--- config.mk ---
export PLATFORM = sky130hd
export DESIGN_NAME = spd_read_engine
export DESIGN_NICKNAME = d
export VERILOG_FILES = /design/src/rtl/spd_pkg.sv /design/src/rtl/spd_tick_gen.sv /design/src/rtl/spd_line_phy.sv /design/src/rtl/spd_read_seq.sv /design/src/rtl/spd_read_engine.sv
export SDC_FILE = /design/constraint.sdc
export NUM_CORES = 1
export LEC_CHECK = 0
export BUFFER_PORTS_ARGS = -buffer_cell sky130_fd_sc_hd__buf_2
export CAP_MARGIN = 40
export CORE_MARGIN = 4
export CORE_UTILIZATION = 56
export CTS_CLUSTER_DIAMETER = 80
export DETAILED_ROUTE_END_ITERATION = 8
export PLACE_DENSITY = 0.92
export REMOVE_ABC_BUFFERS = 1
export SYNTH_ARGS = -nofsm -noshare
export SYNTH_HDL_FRONTEND = slang
export SYNTH_SLANG_ARGS = --single-unit
--- constraint.sdc ---
create_clock -name clk -period 2.5 [get_ports clk]
set_input_delay 0.375 -clock clk [delete_from_list [all_inputs] [get_ports clk]]
set_output_delay 0.375 -clock clk [all_outputs]
set_load 0.05 [all_outputs]
--- src/rtl/spd_pkg.sv ---
// Shared definitions for the presence-detect byte reader.
// Assumes: status and command bit positions are fixed by software.
package spd_pkg;
    localparam int ST_DONE_BIT  = 15;
    localparam int ST_ERR_BIT   = 13;
    localparam int ST_BUSY_BIT  = 12;
    localparam int CMD_RW_BIT   = 0;
    localparam int CMD_OFS_LSB  = 16;
    localparam int CMD_ADR_LSB  = 24;
    localparam int CMD_CLS_LSB  = 28;

    // Bus symbols the line driver can produce
    typedef enum logic [1:0] {
        SYM_START = 2'd0,
        SYM_STOP  = 2'd1,
        SYM_BIT   = 2'd2
    } bus_sym_e;

    // Byte-level steps of the random-read transaction
    typedef enum logic [3:0] {
        SQ_IDLE, SQ_START1, SQ_DEVW, SQ_ACK1, SQ_ADDR, SQ_ACK2,
        SQ_START2, SQ_DEVR, SQ_ACK3, SQ_DATA, SQ_MNACK, SQ_STOP
    } seq_st_e;
endpackage

--- src/rtl/spd_tick_gen.sv ---
// Quarter-bit tick generator.
// Emits one-cycle pulses every PERIOD clocks while run is high;
// restarts from zero whenever run drops, so each symbol starts aligned.
module spd_tick_gen #(
    parameter int PERIOD = 125
) (
    input  logic clk,
    input  logic rst_n,
    input  logic run,
    output logic tick
);
    localparam int CW = (PERIOD > 1) ? $clog2(PERIOD) : 1;

    logic [CW-1:0] cnt;

    assign tick = run && (cnt == CW'(PERIOD - 1));

    // Count cycles inside a quarter period
    always_ff @(posedge clk) begin
        if (!rst_n || !run) cnt <= '0;
        else if (tick)      cnt <= '0;
        else                cnt <= cnt + 1'b1;
    end
endmodule

--- src/rtl/spd_line_phy.sv ---
// Line driver for one bus symbol (START, STOP or one data bit).
// Each symbol is four quarter periods long. For a bit, SDA is set in
// quarter 0, SCL is high in quarters 1-2, and SDA is sampled at the
// end of quarter 2. Outputs are registered and hold between symbols.
// Assumes: go arrives only while busy is low; no clock stretching.
module spd_line_phy
    import spd_pkg::*;
#(
    parameter int QUARTER = 125
) (
    input  logic     clk,
    input  logic     rst_n,
    input  logic     go,
    input  bus_sym_e sym,
    input  logic     wbit,
    input  logic     sda_in,
    output logic     busy,
    output logic     done,
    output logic     rx_bit,
    output logic     scl_pull,
    output logic     sda_pull
);
    localparam int HCW = $clog2(2 * QUARTER + 2) + 1;

    logic       tick;
    logic [1:0] phase;
    bus_sym_e   sym_q;
    logic       wbit_q;
    logic       scl_rel, sda_rel;

    spd_tick_gen #(.PERIOD(QUARTER)) u_tick (
        .clk  (clk),
        .rst_n(rst_n),
        .run  (busy),
        .tick (tick)
    );

    // Symbol sequencing: latch the request, step quarters, sample, finish
    always_ff @(posedge clk) begin
        if (!rst_n) begin
            busy   <= 1'b0;
            done   <= 1'b0;
            phase  <= 2'd0;
            sym_q  <= SYM_STOP;
            wbit_q <= 1'b1;
            rx_bit <= 1'b1;
        end else begin
            done <= 1'b0;
            if (!busy && go) begin
                busy   <= 1'b1;
                phase  <= 2'd0;
                sym_q  <= sym;
                wbit_q <= wbit;
            end else if (busy && tick) begin
                if (phase == 2'd2 && sym_q == SYM_BIT) rx_bit <= sda_in;
                if (phase == 2'd3) begin
                    busy <= 1'b0;
                    done <= 1'b1;
                end
                phase <= phase + 2'd1;
            end
        end
    end

    // Line levels wanted in the current quarter
    always_comb begin
        unique case (sym_q)
            SYM_START: begin
                scl_rel = (phase == 2'd1) || (phase == 2'd2);
                sda_rel = (phase <= 2'd1);
            end
            SYM_STOP: begin
                scl_rel = (phase != 2'd0);
                sda_rel = (phase >= 2'd2);
            end
            default: begin
                scl_rel = (phase == 2'd1) || (phase == 2'd2);
                sda_rel = wbit_q;
            end
        endcase
    end

    // Output registers: updated only during a symbol, held otherwise
    always_ff @(posedge clk) begin
        if (!rst_n) begin
            scl_pull <= 1'b0;
            sda_pull <= 1'b0;
        end else if (busy) begin
            scl_pull <= ~scl_rel;
            sda_pull <= ~sda_rel;
        end
    end

    // Checker state: length of the current SCL high stretch within a symbol
    logic [HCW-1:0] hi_cnt;
    always_ff @(posedge clk) begin
        if (!rst_n) hi_cnt <= '0;
        else if (busy && !scl_pull && sym_q != SYM_STOP) hi_cnt <= hi_cnt + 1'b1;
        else hi_cnt <= '0;
    end

    p_scl_high_bound_r7: assert property (@(posedge clk) disable iff (!rst_n)
        hi_cnt <= HCW'(2 * QUARTER));

    p_done_single_r5: assert property (@(posedge clk) disable iff (!rst_n)
        done |=> !done);
endmodule

--- src/rtl/spd_read_seq.sv ---
// Byte-level sequencer for one random read.
// Issues START, device byte (write), offset, repeated START, device
// byte (read), eight data bits, master NACK and STOP, one symbol at a
// time. A missing acknowledge jumps straight to STOP and raises nack.
// Assumes: start arrives only in idle; dev_id and offset stay stable.
module spd_read_seq
    import spd_pkg::*;
(
    input  logic       clk,
    input  logic       rst_n,
    input  logic       start,
    input  logic [6:0] dev_id,
    input  logic [7:0] offset,
    input  logic       sym_done,
    input  logic       rx_bit,
    output logic       go,
    output bus_sym_e   sym,
    output logic       wbit,
    output logic       fin,
    output logic       nack,
    output logic [7:0] rx_byte
);
    seq_st_e    st;
    logic [2:0] bitn;
    logic [7:0] txb;

    // Byte being shifted out in the current send step
    always_comb begin
        unique case (st)
            SQ_DEVW: txb = {dev_id, 1'b0};
            SQ_ADDR: txb = offset;
            default: txb = {dev_id, 1'b1};
        endcase
    end

    // Step through the transaction one symbol per completed symbol
    always_ff @(posedge clk) begin
        if (!rst_n) begin
            st      <= SQ_IDLE;
            bitn    <= 3'd0;
            go      <= 1'b0;
            sym     <= SYM_STOP;
            wbit    <= 1'b1;
            fin     <= 1'b0;
            nack    <= 1'b0;
            rx_byte <= 8'd0;
        end else begin
            go  <= 1'b0;
            fin <= 1'b0;
            if (st == SQ_IDLE) begin
                if (start) begin
                    st   <= SQ_START1;
                    go   <= 1'b1;
                    sym  <= SYM_START;
                    nack <= 1'b0;
                end
            end else if (sym_done) begin
                go   <= 1'b1;
                sym  <= SYM_BIT;
                wbit <= 1'b1;
                unique case (st)
                    SQ_START1, SQ_START2: begin
                        st   <= (st == SQ_START1) ? SQ_DEVW : SQ_DEVR;
                        bitn <= 3'd7;
                        wbit <= dev_id[6];
                    end
                    SQ_DEVW, SQ_ADDR, SQ_DEVR: begin
                        if (bitn != 3'd0) begin
                            bitn <= bitn - 3'd1;
                            wbit <= txb[bitn - 3'd1];
                        end else begin
                            st <= (st == SQ_DEVW) ? SQ_ACK1 :
                                  (st == SQ_ADDR) ? SQ_ACK2 : SQ_ACK3;
                        end
                    end
                    SQ_ACK1, SQ_ACK2, SQ_ACK3: begin
                        if (rx_bit) begin
                            nack <= 1'b1;
                            st   <= SQ_STOP;
                            sym  <= SYM_STOP;
                        end else if (st == SQ_ACK1) begin
                            st   <= SQ_ADDR;
                            bitn <= 3'd7;
                            wbit <= offset[7];
                        end else if (st == SQ_ACK2) begin
                            st  <= SQ_START2;
                            sym <= SYM_START;
                        end else begin
                            st   <= SQ_DATA;
                            bitn <= 3'd7;
                        end
                    end
                    SQ_DATA: begin
                        rx_byte <= {rx_byte[6:0], rx_bit};
                        if (bitn != 3'd0) bitn <= bitn - 3'd1;
                        else              st   <= SQ_MNACK;
                    end
                    SQ_MNACK: begin
                        st  <= SQ_STOP;
                        sym <= SYM_STOP;
                    end
                    SQ_STOP: begin
                        st  <= SQ_IDLE;
                        go  <= 1'b0;
                        fin <= 1'b1;
                    end
                    default: st <= SQ_IDLE;
                endcase
            end
        end
    end

    p_fin_idle_r5: assert property (@(posedge clk) disable iff (!rst_n)
        fin |-> (st == SQ_IDLE));
endmodule

--- src/rtl/spd_read_engine.sv ---
// Presence-detect byte reader, top level.
// Holds the command and status registers, accepts read commands while
// idle and posts done/error/data when the sequencer finishes.
// Assumes: an open-drain bus with external pull-ups; one target.
module spd_read_engine
    import spd_pkg::*;
#(
    parameter int QUARTER_CYC = 125
) (
    input  logic        clk,
    input  logic        rst_n,
    input  logic        cmd_wr,
    input  logic [31:0] cmd_word,
    input  logic        sda_in,
    output logic [15:0] status,
    output logic        scl_drive_low,
    output logic        sda_drive_low
);
    logic       busy_q, done_q, err_q, start_q;
    logic [7:0] data_q;
    logic [6:0] dev_q;
    logic [7:0] ofs_q;
    logic       accept;

    logic       seq_go, seq_wbit, seq_fin, seq_nack;
    bus_sym_e   seq_sym;
    logic [7:0] seq_byte;
    logic       phy_busy, phy_done, phy_rx;

    logic unused_cmd_bits;
    assign unused_cmd_bits = ^{cmd_word[27], cmd_word[15:1]};

    assign accept = cmd_wr && !busy_q && !cmd_word[CMD_RW_BIT];

    // Command capture and result posting
    always_ff @(posedge clk) begin
        if (!rst_n) begin
            busy_q  <= 1'b0;
            done_q  <= 1'b0;
            err_q   <= 1'b0;
            start_q <= 1'b0;
            data_q  <= 8'd0;
            dev_q   <= 7'd0;
            ofs_q   <= 8'd0;
        end else begin
            start_q <= accept;
            if (accept) begin
                busy_q <= 1'b1;
                done_q <= 1'b0;
                err_q  <= 1'b0;
                dev_q  <= {cmd_word[CMD_CLS_LSB +: 4], cmd_word[CMD_ADR_LSB +: 3]};
                ofs_q  <= cmd_word[CMD_OFS_LSB +: 8];
            end else if (seq_fin) begin
                busy_q <= 1'b0;
                done_q <= !seq_nack;
                err_q  <= seq_nack;
                data_q <= seq_nack ? 8'd0 : seq_byte;
            end
        end
    end

    assign status = {done_q, 1'b0, err_q, busy_q, 4'b0000, data_q};

    spd_read_seq u_seq (
        .clk     (clk),
        .rst_n   (rst_n),
        .start   (start_q),
        .dev_id  (dev_q),
        .offset  (ofs_q),
        .sym_done(phy_done),
        .rx_bit  (phy_rx),
        .go      (seq_go),
        .sym     (seq_sym),
        .wbit    (seq_wbit),
        .fin     (seq_fin),
        .nack    (seq_nack),
        .rx_byte (seq_byte)
    );

    spd_line_phy #(.QUARTER(QUARTER_CYC)) u_phy (
        .clk     (clk),
        .rst_n   (rst_n),
        .go      (seq_go),
        .sym     (seq_sym),
        .wbit    (seq_wbit),
        .sda_in  (sda_in),
        .busy    (phy_busy),
        .done    (phy_done),
        .rx_bit  (phy_rx),
        .scl_pull(scl_drive_low),
        .sda_pull(sda_drive_low)
    );

    p_accept_clears_r2: assert property (@(posedge clk) disable iff (!rst_n)
        accept |=> busy_q && !done_q && !err_q);

    p_busy_holds_r3: assert property (@(posedge clk) disable iff (!rst_n)
        (busy_q && !seq_fin) |=> busy_q && $stable(dev_q) && $stable(ofs_q));

    p_write_cmd_ignored_r4: assert property (@(posedge clk) disable iff (!rst_n)
        (!busy_q && cmd_wr && cmd_word[CMD_RW_BIT]) |=> !busy_q && $stable(status));

    p_flags_exclusive_r6: assert property (@(posedge clk) disable iff (!rst_n)
        !(done_q && err_q));

    p_idle_released_r8: assert property (@(posedge clk) disable iff (!rst_n)
        !busy_q |-> !scl_drive_low && !sda_drive_low && !phy_busy);
endmodule

==> impl_metrics.toml, run 1 <==
[outcome]
status = "finished clean"

[floorplanning]
die_y_um = 82.75
start_util = 0.5938
io_pins = 54
die_w_um = 82.75
die_area_mm2 = 0.006848
core_area_mm2 = 0.005270
core.rowCount = 26

[timing]
finalSetupViolations = 0
post-route-period-util = 0.8906
worstMarginPinSlew_ns = 0.6681
tns_ns = 0
maxSlewHeadroom = 0.5532
period_needed_ns = 2.226
drv_slew = 0
max_freq_mhz = 449.2
hold_viol = 0
rsz0062_at_grt = "false"
skew_ns = 0.01010

[power]
vdd_ir_drop_max_v = 0.0003548
p_leak_nw = 1.408
p_per_area_mw_per_mm2 = 614.4

[layout]
diodes = 0
drive_above_1_share = 0.1766
syn2layout_area_growth_pct = 12.48
n_fill_cell = 420
fin_cells = 472
fin_nets = 441

[cts]
hold_buffers = 0
clk_path_buf_depth = 2
post_cts_resized = 0
clk_latency_ns = 0.35
tritoncts = "done"
cts_root_buf = "clkbuf_8"
postCtsSetupRepairBufs = 0
cts_made_buffers = 9
cts.sink_count = 65
htreeDepth = 3
path_clk_slew_ns = 0.07

[synth]
synthSimpleGateAreaFrac = 0.2203
yosys.area_share.adder = 0.03199
synth-main-ff-cell = "dfxtp_1"
ys_seq_area_frac = 0.4158
synth_edf_count = 0
synth_warnings = 0
synth_compound_area_frac = 0.1755
synth_top_family_by_area = "simple AND/OR/NAND/NOR gates"
synth_xor_area_frac = 0.01399
synth.most_common_cell = "dfxtp_1"
synth.avg_cell_area_um2 = 8.435
syn_inst = 371
netlist.area_leader.share = 0.4158
synthTopCellsByCount = "dfxtp_1, nand2_1, nor2_1, a21oi_1, clkbuf_1"
synthesis.area_mm2 = 0.003129
synth.area.mux_share = 0.07757
synth_cell_type_count = 53
synthTopCellsByArea = "dfxtp_1, a21oi_1, nand2_1"
synth_top_area_cell = "dfxtp_1"
async_reset_ff_frac = 0
yosys_register_bits = 65

[routing]
drc_errors = 0
drtAntennaViolNets = 0
vias_per_cell = 5.534
wl_per_cell_um = 13.62
vias = 2612
first_iter_violations = 206
drtPass1Iterations = 5
routed_wl_um = 6430

[global_route]
grt_pass1_wl_um = 10850
track_usage = 0.2080
grt_pass1_vias = 2493
globalRouteOverflowTotal = 0
grt_max_degree = 22
antenna_found_initial = 0

[place]
port_buffers = 32
place_hpwl_um = 4539
placedCellCount = 456
place_congestion = 0.9042

[critical_path]
worstPathArrival_ns = 2.44
crit_required_ns = 2.72
worst_setup_path_start_kind = "register"
critPathMaxFanout = 6
cp-end-kind = "register"
critPathKind = "reg -> reg"

[job]
drv_cap = 0

[min_path]
hp-class = "in -> reg"
==> power by group <==
part	leakage [nW]	internal (W)	switching, W	total [W]
Clock	0.106	0.000556	0.000397	0.000953
Combinational	0.776	0.0000476	0.0000890	0.000137
Sequential	0.526	0.00105	0.0000191	0.00107
==> critical path, cell delays in order (launching register included) <==
cell	delay, ns
dfxtp_1	0.43
inv_1	0.13
ha_1	0.44
mux4_2	0.53
mux2_2	0.28
o221ai_1	0.19
a21oi_1	0.10
==> placed cells by master (no fill, tap or decap), drive strengths merged, types with 4 or more instances in the layout <==
cell and instances:
inv 13, nand2b 8, nand2 50, nor3b 11
clkbuf 10, or3 4, dfxtp 65, mux2 6
o21a 4, nand3 8, conb 5, ha 8
nor2b 4, nor2 46, buf 41, nor3 5
o21ai 9, a21oi 41, mux2i 13
==> cells by family (layout without fill, tap and decap cells) <==
| logic type | count (synthesis) | count (layout) |
|---|---|---|
| AND/OR/NAND/NOR | 144 | 144 |
| flip-flops | 65 | 65 |
| multiplexers | 21 | 21 |
| other | 1 | 5 |
| XOR/XNOR | 5 | 5 |
| adder cells (fa/ha/maj) | 8 | 8 |
| buffers and inverters | 43 | 70 |
| AO/OA/AOI/OAI | 84 | 84 |
==> state kept, by name, indices dropped and copies added, names as in the netlist, 2 cells and up <==
register,cells
data_q,8
dev_q,7
ofs_q,8
u_phy.phase,2
u_phy.sym_q,2
u_phy.u_tick.cnt,7
u_seq.bitn,3
u_seq.rx_byte,8
u_seq.st,4
u_seq.sym,2
==> layer usage <==
metal  track usage  vias up  wire length, um
li1              -     1325                -
met1        0.2382     1184             2828
met2        0.3534       90             3068
met3       0.05315       13              393
met4        0.1127        0              138
met5             0        -                0
==> through the flow <==
stage | area [um2] | util | setup WS [ns] | total power [W] | hold slack (ns)
after floorplan | 2994 | - | 0.3919 | 0.001184 | 0.4297
after global placement | 3309 | 0.6280 | 0.3734 | 0.001226 | 0.4404
after detailed placement | 3309 | 0.6280 | 0.2847 | 0.001231 | 0.4442
after CTS | 3520 | 0.6679 | 0.2707 | 0.002179 | 0.2278
after global routing | 3520 | 0.6679 | 0.1534 | 0.002244 | 0.2487
final | 3520 | 0.6679 | 0.2736 | 0.002163 | 0.2368
==> final timing paths <==
check        depth (start not counted)                         to  slack, ns                  startpoint
max reg2reg                          6    u_seq.wbit$_SDFFE_PN1P_       0.27  u_seq.bitn[0]$_SDFFE_PN0P_
min                                  3  u_phy.rx_bit$_SDFFE_PN1P_       0.24                      sda_in
min reg2reg                          2      ofs_q[6]$_SDFFE_PN0P_       0.45       ofs_q[6]$_SDFFE_PN0P_
max                                  6    u_seq.wbit$_SDFFE_PN1P_       0.27  u_seq.bitn[0]$_SDFFE_PN0P_
==> cell type report <==
cell class	count	area (um2)	share of cell area
multi-input cells	267	1644	0.4671
flip-flops and latches	65	1301	0.3697
repair buffers	41	227.7	0.06470
clock buffers	10	127.6	0.03626
well taps	70	87.58	0.02488
clock inverters	6	82.58	0.02346
inverters	13	48.80	0.01386
No activity file was read; power rests on OpenSTA's default activity.
==> run 2: changes to the inputs <==
--- a/config.mk
+++ b/config.mk
@@ -8,10 +8,11 @@
 export BUFFER_PORTS_ARGS = -buffer_cell sky130_fd_sc_hd__buf_2
 export CAP_MARGIN = 40
 export CORE_MARGIN = 4
-export CORE_UTILIZATION = 56
+export CORE_UTILIZATION = 58
+export CTS_BUF_LIST = sky130_fd_sc_hd__clkbuf_4
 export CTS_CLUSTER_DIAMETER = 80
 export DETAILED_ROUTE_END_ITERATION = 8
-export PLACE_DENSITY = 0.92
+export PLACE_DENSITY = 0.94
 export REMOVE_ABC_BUFFERS = 1
 export SYNTH_ARGS = -nofsm -noshare
 export SYNTH_HDL_FRONTEND = slang
==> impl_metrics.toml, run 2 (synthesis gave the netlist of run 1 again) <==
[cts]
cts.sink_count = 65
tritoncts = "done"
clk_latency_ns = 0.43
cts_made_buffers = 9
cts_root_buf = "clkbuf_4"
clk_path_buf_depth = 2
path_clk_slew_ns = 0.13
post_cts_resized = 0
htreeDepth = 3
postCtsSetupRepairBufs = 0
hold_buffers = 0

[timing]
period_needed_ns = 2.246
rsz0062_at_grt = "false"
post-route-period-util = 0.8984
worstMarginPinSlew_ns = 0.8133
tns_ns = 0
hold_viol = 0
skew_ns = 0.01501
maxSlewHeadroom = 0.4561
max_freq_mhz = 445.2
drv_slew = 0
finalSetupViolations = 0

[layout]
diodes = 0
reg_top3 = "data_q x8, ofs_q x8, u_seq.rx_byte x8"
regArea_mm2 = 0.001301
syn2layout_area_growth_pct = 10.16
drive_above_1_share = 0.1771
fin_nets = 440
layout_common_cells = "dfxtp_1, nand2_1, nor2_1"
n_fill_cell = 411
multi_input_area_mm2 = 0.001644
fin_area_mm2 = 0.003447
final_common_cell = "dfxtp_1"

[routing]
vias_per_cell = 5.597
routed_wl_um = 6428
vias = 2636
drc_errors = 0
first_iter_violations = 183
drtAntennaViolNets = 0
drtPass1Iterations = 4
wl_per_cell_um = 13.65

[floorplanning]
core.rowCount = 26
start_util = 0.6050
io_pins = 54
core_area_mm2 = 0.005172
die_area_mm2 = 0.006634
die_w_um = 81.45
die_y_um = 81.45

[critical_path]
path_depth = 6
cp-end-kind = "register"
path_delay_family = "multiplexers"
crit_required_ns = 2.82
cp-startpoint = "u_seq.bitn[0]$_SDFFE_PN0P_"
rr_endpoint = "u_seq.wbit$_SDFFE_PN1P_"
r2r-start = "u_seq.bitn[0]$_SDFFE_PN0P_"
worstSetupEndpoint = "u_seq.wbit$_SDFFE_PN1P_"
path_buf_inv = 1
slowest_stage = "mux4_2"
critPathKind = "reg -> reg"
cp_cell_sequence = "inv_1 > ha_1 > mux4_2 > mux2_2 > o221ai_1 > a21oi_1"
worst_setup_path_start_kind = "register"
reg2reg_depth = 6
max_stage_delay_ns = 0.55
timing.reg2reg.setup_slack_ns = 0.25
worstPathArrival_ns = 2.56
critPathMaxFanout = 6

[global_route]
antenna_found_initial = 0
grt_pass1_vias = 2541
globalRouteOverflowTotal = 0
grt_pass1_wl_um = 11250
grt_max_degree = 23
track_usage = 0.2190

[outcome]
status = "finished clean"

[power]
p_per_area_mw_per_mm2 = 563.9
vdd_ir_drop_max_v = 0.0005355
p_leak_nw = 1.373

[place]
place_hpwl_um = 4538
place_congestion = 0.9199
port_buffers = 32
placed_cell_area_mm2 = 0.003302

[min_path]
hp-class = "in -> reg"

[job]
drv_cap = 0
run 2: cell types whose count changed in the layout (fill, tap and decap cells not counted), sizes merged:
cell,previous run,this run
inv,13,15
buf,41,40
clkbuf,10,9
bufinv,2,1
run 2: layout make-up:
cell class / instances / area share
Sequential cell: 65 / 0.3775
Timing Repair Buffer: 40 / 0.06388
Inverter: 13 / 0.01416
Clock inverter: 7 / 0.02250
Tap cell: 70 / 0.02541
Multi-Input combinational cell: 267 / 0.4770
Clock buffer: 9 / 0.01960
run 2: worst min path at each step:
| stage | start | to | cells after the start |
|---|---|---|---|
| floorplan | u_phy.u_tick.cnt[0]$_SDFF_PP0_ | u_phy.u_tick.cnt[0]$_SDFF_PP0_ | 1 |
| global placement | u_seq.sym[1]$_SDFFE_PN0P_ | u_seq.sym[1]$_SDFFE_PN0P_ | 2 |
| detailed placement | ofs_q[0]$_SDFFE_PN0P_ | ofs_q[0]$_SDFFE_PN0P_ | 2 |
| CTS | cmd_word[17] | ofs_q[1]$_SDFFE_PN0P_ | 3 |
| global route | cmd_word[28] | dev_q[3]$_SDFFE_PN0P_ | 3 |
| finish | cmd_word[28] | dev_q[3]$_SDFFE_PN0P_ | 3 |
run 2: where the power goes:
group | internal (W) | leakage (nW) | switching, W
clock network | 0.000312 | 0.0769 | 0.000420
registers | 0.00105 | 0.526 | 0.0000174
logic | 0.0000477 | 0.770 | 0.0000922
total | 0.00141 | 1.37 | 0.000530
run 2: metrics by stage:
stage	total power (W)	hold slack [ns]	std cells	util	setup WS, ns
3_5_place_dp	0.001233	0.4486	455	0.6384	0.3056
4_1_cts	0.001959	0.1423	471	0.6664	0.2611
2_1_floorplan	0.001184	0.4297	345	-	0.3919
6_report	0.001944	0.1614	471	0.6664	0.2539
5_1_grt	0.002028	0.1386	471	0.6664	0.1679
3_3_place_gp	0.001227	0.4404	455	0.6384	0.3876
run 2: metal layers:
layer	global-route usage	up-vias	share of wire	routed length (um)
li1	-	1326	-	-
met1	0.2650	1204	0.43	2741
met2	0.3648	94	0.49	3134
met3	0.05921	12	0.065	420
met4	0.09459	0	0.020	131
met5	0	-	0	0
run 2: tightest hold or removal path, cell delays in order:
cell,delay (ns)
buf_2,0.10
nand2_1,0.04
a21oi_1,0.05
==> run 3: changes to the inputs <==
--- a/config.mk
+++ b/config.mk
@@ -7,8 +7,10 @@
 export LEC_CHECK = 0
 export BUFFER_PORTS_ARGS = -buffer_cell sky130_fd_sc_hd__buf_2
 export CAP_MARGIN = 40
+export CELL_PAD_IN_SITES_DETAIL_PLACEMENT = 1
+export CELL_PAD_IN_SITES_GLOBAL_PLACEMENT = 1
 export CORE_MARGIN = 4
-export CORE_UTILIZATION = 58
+export CORE_UTILIZATION = 43
 export CTS_BUF_LIST = sky130_fd_sc_hd__clkbuf_4
 export CTS_CLUSTER_DIAMETER = 80
 export DETAILED_ROUTE_END_ITERATION = 8
==> impl_metrics.toml, run 3 (synthesis gave the netlist of run 1 again) <==
[global_route]
track_usage = 0.1941
grt_pass1_vias = 2860
grt_max_degree = 21
antenna_found_initial = 0
globalRouteOverflowTotal = 0
grt_pass1_wl_um = 13260

[timing]
skew_ns = 0.01107
rsz0062_at_grt = "false"
max_freq_mhz = 436.3
finalSetupViolations = 0
tns_ns = 0
period_needed_ns = 2.292
drv_slew = 0
post-route-period-util = 0.9168
hold_viol = 0
worstMarginPinSlew_ns = 0.7426
maxSlewHeadroom = 0.5034

[cts]
clk_latency_ns = 0.43
hold_buffers = 0
post_cts_resized = 0
path_clk_slew_ns = 0.12
htreeDepth = 3
postCtsSetupRepairBufs = 0
cts_made_buffers = 9
cts_root_buf = "clkbuf_4"
tritoncts = "done"
clk_path_buf_depth = 2
cts.sink_count = 65

[floorplanning]
die_y_um = 93.31
die_w_um = 93.31
start_util = 0.4506
die_area_mm2 = 0.008706
core.rowCount = 30
io_pins = 54
core_area_mm2 = 0.006944

[routing]
wl_per_cell_um = 15.82
highest_layer = "met4"
routed_wl_um = 7893
route.met2.wl_um = 3998
drtAntennaViolNets = 0
drc_errors = 0
dr_wl_met3_um = 293
drtPass1Iterations = 4
vias_per_cell = 5.463
wl_met1_um = 3307
vias = 2726
first_iter_violations = 144

[layout]
drive_above_1_share = 0.1811
layout_common_cells = "dfxtp_1, nand2_1, nor2_1"
diodes = 0
final_common_cell = "dfxtp_1"
syn2layout_area_growth_pct = 12.48
reg_top3 = "data_q x8, ofs_q x8, u_seq.rx_byte x8"
n_fill_cell = 859
fin_nets = 442
post-route-util = 0.5068

[critical_path]
path_depth = 6
reg2reg_depth = 6
critPathKind = "reg -> reg"
worstSetupEndpoint = "u_seq.wbit$_SDFFE_PN1P_"
cp_cell_sequence = "inv_1 > ha_1 > mux4_2 > mux2_2 > o221ai_1 > a21oi_1"
worst_setup_path_start_kind = "register"
slowest_stage = "mux4_2"
timing.reg2reg.setup_slack_ns = 0.21
path_buf_inv = 1
max_stage_delay_ns = 0.55
cp-end-kind = "register"
crit_required_ns = 2.80
path_delay_family = "multiplexers"
r2r-start = "u_seq.bitn[0]$_SDFFE_PN0P_"
rr_endpoint = "u_seq.wbit$_SDFFE_PN1P_"
worstPathArrival_ns = 2.59
critPathMaxFanout = 6
cp-startpoint = "u_seq.bitn[0]$_SDFFE_PN0P_"

[power]
vdd_ir_drop_max_v = 0.0002310
p_leak_nw = 1.393
p_per_area_mw_per_mm2 = 587.3

[place]
port_buffers = 32
place_congestion = 0.8671
place_hpwl_um = 5455

[min_path]
hp-class = "in -> reg"

[outcome]
status = "finished clean"

[job]
drv_cap = 0
-- run 3: area by class of cell --
cell class              instances  area, um2  area share
clock inverters                 7      102.6     0.02915
repair buffers                 42      235.2     0.06683
inverters                      13      48.80     0.01386
clock buffers                   9      67.56     0.01920
multi-input cells             267       1644      0.4671
well taps                      96      120.1     0.03413
flip-flops and latches         65       1301      0.3697
-- run 3: worst min path at each step --
stage / start / endpoint / slack, ns / cells past startpoint
final: cmd_word[31] / dev_q[6]$_SDFFE_PN0P_ / 0.17 / 3
after global routing: cmd_word[18] / ofs_q[2]$_SDFFE_PN0P_ / 0.16 / 3
after CTS: cmd_word[31] / dev_q[6]$_SDFFE_PN0P_ / 0.15 / 3
after detailed placement: ofs_q[1]$_SDFFE_PN0P_ / ofs_q[1]$_SDFFE_PN0P_ / 0.45 / 2
after global placement: u_seq.sym[1]$_SDFFE_PN0P_ / u_seq.sym[1]$_SDFFE_PN0P_ / 0.44 / 2
after floorplan: u_phy.u_tick.cnt[0]$_SDFF_PP0_ / u_phy.u_tick.cnt[0]$_SDFF_PP0_ / 0.43 / 1
-- run 3: per-layer routing --
metal,global-route usage,vias to the layer above
li1,-,1324
met1,0.2175,1313
met2,0.3413,63
met3,0.03540,26
met4,0.1136,0
met5,0,-
-- run 3: worst register-to-register path, cell delays in order (launching register included) --
cell and delay, ns:
dfxtp_1 0.47, inv_1 0.14, ha_1 0.46, mux4_2 0.55, mux2_2 0.28, o221ai_1 0.18
a21oi_1 0.09
-- run 3: where the power goes --
part | internal, W | switching (W) | leakage [nW]
registers | 0.00105 | 0.0000168 | 0.526
clock network | 0.000415 | 0.000435 | 0.0871
logic | 0.0000489 | 0.0000973 | 0.780
-- run 3: metrics by stage --
step	hold slack, ns	total power, W	setup WS, ns	area (um2)	instances
after CTS	0.1529	0.002088	0.2165	3520	499
after global placement	0.4418	0.001230	0.3800	3349	483
after detailed placement	0.4511	0.001238	0.2893	3349	483
after global routing	0.1637	0.002152	0.1181	3520	499
after floorplan	0.4297	0.001184	0.3919	2994	345
final	0.1697	0.002067	0.2080	3520	499
